$ cat config.mk
export PLATFORM = sky130hd
export DESIGN_NAME = spi_word_master
export DESIGN_NICKNAME = d
export VERILOG_FILES = /design/src/rtl/spi_word_master.sv
export SDC_FILE = /design/constraint.sdc
export NUM_CORES = 1
export LEC_CHECK = 0
export ABC_AREA = 1
export ABC_CLOCK_PERIOD_IN_PS = 2100
export BUFFER_PORTS_ARGS = -buffer_cell sky130_fd_sc_hd__buf_2
export CORE_ASPECT_RATIO = 0.7
export CORE_UTILIZATION = 56
export CTS_CLUSTER_DIAMETER = 80
export DETAILED_ROUTE_END_ITERATION = 12
export GPL_ROUTABILITY_DRIVEN = 0
export PLACE_DENSITY = 0.85
export SKIP_CTS_REPAIR_TIMING = 1
export SLEW_MARGIN = 20
export SYNTH_ARGS = -nofsm -noshare
export SYNTH_HDL_FRONTEND = slang
export SYNTH_SLANG_ARGS = --single-unit
export TNS_END_PERCENT = 100
$ cat constraint.sdc
create_clock -name clk -period 2.1 [get_ports clk]
set_input_delay 0.105 -clock clk [delete_from_list [all_inputs] [get_ports clk]]
set_output_delay 0.105 -clock clk [all_outputs]
set_load 0.02 [all_outputs]
$ cat src/rtl/spi_word_master.sv
module spi_word_master #(
  parameter int DIV_W = 8,
  parameter int DLY_W = 4
) (
  input  logic             clk,
  input  logic             rst_n,
  input  logic [DIV_W-1:0] clk_div,
  input  logic [DLY_W-1:0] xfer_dly,
  input  logic [DLY_W-1:0] frame_dly,
  input  logic             cmd_valid,
  output logic             cmd_ready,
  input  logic [31:0]      cmd_data,
  output logic             rx_valid,
  input  logic             rx_ready,
  output logic [15:0]      rx_data,
  output logic             sck,
  output logic             mosi,
  input  logic             miso,
  output logic [3:0]       ssel_n,
  output logic             len_err
);
  typedef enum logic [1:0] {S_IDLE, S_SHIFT, S_DELAY} st_t;

  st_t              state;
  logic [DIV_W-1:0] cnt;
  logic             ph;
  logic [3:0]       bc;
  logic [15:0]      txsh, rxsh;
  logic             cur_eot, cur_eof, cur_ign;
  logic [DLY_W:0]   dcnt;

  wire [3:0]       code     = cmd_data[27:24];
  wire             reserved = code < 4'd3;
  wire [3:0]       lc       = reserved ? 4'd3 : code;
  wire             half_end = cnt == clk_div;
  wire             accept   = cmd_valid && cmd_ready;
  wire [DLY_W-1:0] dx       = cur_eot ? xfer_dly : '0;
  wire [DLY_W-1:0] df       = cur_eof ? frame_dly : '0;
  wire [DLY_W-1:0] dsel     = (dx > df) ? dx : df;

  assign cmd_ready = (state == S_IDLE) && (!rx_valid || cmd_data[22]);
  assign mosi      = txsh[15];

  always_ff @(posedge clk or negedge rst_n) begin
    if (!rst_n) begin
      state    <= S_IDLE;
      cnt      <= '0;
      ph       <= 1'b0;
      bc       <= '0;
      txsh     <= '0;
      rxsh     <= '0;
      cur_eot  <= 1'b0;
      cur_eof  <= 1'b0;
      cur_ign  <= 1'b0;
      dcnt     <= '0;
      sck      <= 1'b0;
      ssel_n   <= '1;
      rx_valid <= 1'b0;
      rx_data  <= '0;
      len_err  <= 1'b0;
    end else begin
      if (rx_valid && rx_ready) rx_valid <= 1'b0;
      case (state)
        S_IDLE: begin
          if (accept) begin
            state   <= S_SHIFT;
            cnt     <= '0;
            ph      <= 1'b0;
            bc      <= lc;
            txsh    <= cmd_data[15:0] << (4'd15 - lc);
            rxsh    <= '0;
            ssel_n  <= cmd_data[19:16];
            cur_eot <= cmd_data[20];
            cur_eof <= cmd_data[21];
            cur_ign <= cmd_data[22];
            if (reserved) len_err <= 1'b1;
          end
        end
        S_SHIFT: begin
          if (!half_end) begin
            cnt <= cnt + 1'b1;
          end else begin
            cnt <= '0;
            if (!ph) begin
              sck  <= 1'b1;
              ph   <= 1'b1;
              rxsh <= {rxsh[14:0], miso};
            end else begin
              sck <= 1'b0;
              ph  <= 1'b0;
              if (bc == 4'd0) begin
                if (!cur_ign) begin
                  rx_valid <= 1'b1;
                  rx_data  <= rxsh;
                end
                if (cur_eot) ssel_n <= '1;
                if (dsel != '0) begin
                  state <= S_DELAY;
                  dcnt  <= {dsel, 1'b0};
                end else begin
                  state <= S_IDLE;
                end
              end else begin
                bc   <= bc - 1'b1;
                txsh <= {txsh[14:0], 1'b0};
              end
            end
          end
        end
        default: begin
          if (!half_end) begin
            cnt <= cnt + 1'b1;
          end else begin
            cnt <= '0;
            if (dcnt == 1) state <= S_IDLE;
            else dcnt <= dcnt - 1'b1;
          end
        end
      endcase
    end
  end

  p_rx_hold_r7: assert property (@(posedge clk) disable iff (!rst_n)
    rx_valid && !rx_ready |=> rx_valid && $stable(rx_data));

  p_ssel_steady_r3: assert property (@(posedge clk) disable iff (!rst_n)
    (state == S_SHIFT && $past(state) == S_SHIFT) |-> $stable(ssel_n));

  p_sck_idle_r2: assert property (@(posedge clk) disable iff (!rst_n)
    state != S_SHIFT |-> !sck);

  p_err_sticky_r9: assert property (@(posedge clk) disable iff (!rst_n)
    len_err |=> len_err);

  p_eot_release_r4: assert property (@(posedge clk) disable iff (!rst_n)
    (state != S_SHIFT && $past(state) == S_SHIFT && $past(cur_eot)) |-> ssel_n == 4'hF);
endmodule

==> metrics.txt <==
status finished, violations left; violated checks hold timing; placed cell areas 0.00492 mm2; core area 0.00748 mm2; Slew Viols, Final 0; Final Worst Setup Slack roughly 43 ps; Post-Synth Simple-Gate Area 0.271; post-synth top area share 0.417; share of async-settable or async-resettable flops after synthesis 1.00; Die ar. 0.00830 mm2; Setup crit end kind register; first-pass GRT wire length about 18 mm; I/O pins just under 80; synth warn 0; DP Cell Count 775; routed wire length 11.5 mm; Clk pin slew, worst setup/hold paths 60 ps; worst slew pin tran 580 ps; crit path kind register to register; vias post-DR roughly 4,500; switch share 0.329; max_slew headroom 0.613; synthesis-to-finish area growth 21.9%; share of cells above drive strength 1 0.207; antenna cell count 0; Final nets 760; hpwl dp 7.80 mm; H-tree depth 3; crit share post-route 0.979; CP arrival 2290 ps; sequential group share of total power 0.418; Max Freq 486 MHz; Synth Cell Area 0.00445 mm2; initial drt markers 411; # DRC 0; clk buf depth 2; Reg-to-Reg End dcnt[1]; syn avg cell area about 7.2 um2; most numerous cell in the Yosys netlist nand2_1; Layout Skew 2.69 ps; complex-gate fraction of the synthesized area 0.159; fin cells 802; Rows 26; Total GRT Usage 0.275; Setup Viol. Count Final 0; DRT antenna net count 0; die width 108 um; DR vias/cell 5.59; Distinct cells, synth 40; Psw roughly 1.5 mW; Port-buffer cells 72; Top FF cell, synth dfrtp_1; CTS root buf clkbuf_16; commonest cells in the netlist 188 x nand2_1, 83 x inv_1, 74 x dfrtp_1; CTS tree yes; Max VDD drop 0.000582 V; Post-Synth XOR/XNOR Area 0.00788; min cycle time layout 2060 ps; Setup crit start cur_eot; cell area after layout ~0.0054 mm2; CP startpoint kind register; Yosys top cell by area dfrtp_1; Comb pwr share 0.239; EDFF count, synth 0; Clock power frac 0.342; crit path max fanout 6; clock sink count 78; syn nets 675; number of global-route vias before repair 3,999; #FFs+latches synth 78; Critical Path RT ~2300 ps; total gr overflow 0; Hold Vio Cnt, Final 1; WHS -2.81 ps; Lkg Pwr 2.92 nW; Die H 76.5 um; sequential cell area fraction in the yosys report 0.440; Min-Delay Path Class primary input to register; FF-to-FF setup slack approximately 43 ps; worst setup path endpoint dcnt[1]; worst r2r src cur_eot; initial core utilization 0.594; Max Cap Viol 0; cell count after synthesis between 600 and 700; dpl ws -135 ps; PD cells 861 mW/mm2; synth top area cells dfrtp_1 42%, nand2_1 16%, o21ai_0 7.5%, inv_1 7.0%, nor2_1 4.1%; main combinational cell family by area after synthesis simple AND/OR/NAND/NOR gates; CTS Buf Count 9; setup_tns 0 ps; clk_lat worst skew 340 ps; internal power 3.13 mW; initial antenna violation count 0; Reg2Reg Depth 16; multiplexer share of the synthesized area 0; adder-cell share of the synthesized area 0.0225; largest net degree at the start of global routing 44; Initial DRT Pass Iterations 5; DR WL/cell 14.3 um
cell type report:
type                            instances  area, um2
Multi-Input combinational cell        428       2150
Fill cell                             549       2060
Sequential cell                        78       1960
Timing Repair Buffer                   94        551
Inverter                               88        333
Clock buffer                            9        225
Tap cell                               98        123
Clock inverter                          7       80.1
power groups by stage:
stage	sequential (mW)	clock, mW	combinational, mW
2_1_floorplan	1.94	0	0.721
3_3_place_gp	1.95	0	0.950
3_5_place_dp	1.96	0	1.02
4_1_cts	1.94	1.61	1.04
5_1_grt	1.97	1.68	1.24
6_report	1.95	1.60	1.12
cells in the final DEF (no fill, tap or decap), types with 3 or more instances in the layout:
| master | n |
|---|---|
| o21ai_0 | 67 |
| dfstp_2 | 4 |
| a21oi_1 | 11 |
| nor3_1 | 3 |
| clkbuf_16 | 9 |
| buf_4 | 18 |
| dlygate4sd3_1 | 4 |
| o211ai_1 | 9 |
| inv_1 | 81 |
| o21ai_1 | 4 |
| xor2_1 | 3 |
| nand2_1 | 178 |
| dfrtp_1 | 73 |
| inv_2 | 5 |
| o22ai_1 | 19 |
| ha_1 | 6 |
| nor2_1 | 49 |
| nand4_1 | 9 |
| buf_2 | 71 |
| nand2_4 | 4 |
| nand3_1 | 28 |
| a31oi_1 | 4 |
| nand2_2 | 10 |
layer usage:
layer  GRT usage  part of all wire  vias up
li1            -                 -     2155
met1       0.356              0.43     2100
met2       0.448              0.48      198
met3      0.0676             0.068       30
met4      0.0932             0.022        0
met5           0                 0        -
registers in the layout, indices dropped and copies added, names as in the netlist, 2 cells and up:
| register | count |
|---|---|
| bc | 4 |
| cnt | 8 |
| dcnt | 5 |
| rx_data | 16 |
| rxsh | 16 |
| ssel_n | 4 |
| state | 2 |
| txsh | 16 |
cell families (layout without fill, tap and decap cells):
| kind of cell | count (synthesis) | in the layout |
|---|---|---|
| buf+inv | 108 | 198 |
| flops | 78 | 78 |
| xor+xnor | 4 | 4 |
| compound gates | 124 | 124 |
| fa+ha+maj | 8 | 8 |
| simple gates | 292 | 292 |
metrics by stage:
step | hold slack, ps | power, mW | util
after floorplan | -191 | 2.66 | -
final | -2.81 | 4.67 | 0.724
after CTS | -225 | 4.60 | 0.698
after global placement | 133 | 2.89 | 0.657
after global routing | 5.28 | 4.90 | 0.724
after detailed placement | 142 | 2.98 | 0.657
how the worst min path moves through the flow:
stage	start	to	slack [ps]	depth (start not counted)
finish	cmd_data[17]	ssel_n[1]	-3	3
global route	cmd_data[17]	ssel_n[1]	5	3
CTS	rst_n	cnt[5]	-220	1
detailed placement	rst_n	cnt[5]	140	1
global placement	rst_n	cnt[5]	130	1
floorplan	rst_n	bc[0]	-190	0
critical path: stages, from the launching register on:
cell	delay, ps
dfrtp_2	470
nand2_2	80
inv_1	70
ha_4	280
nand2_1	60
nand2_1	70
nand2_2	70
nand2_4	100
nand2_4	60
nand2_1	60
nand2_1	70
nor2_1	120
nand2_1	90
nand2_2	100
nand2_4	90
nand3_1	90
nand2_1	60
Power figures use the tool's default switching activity.
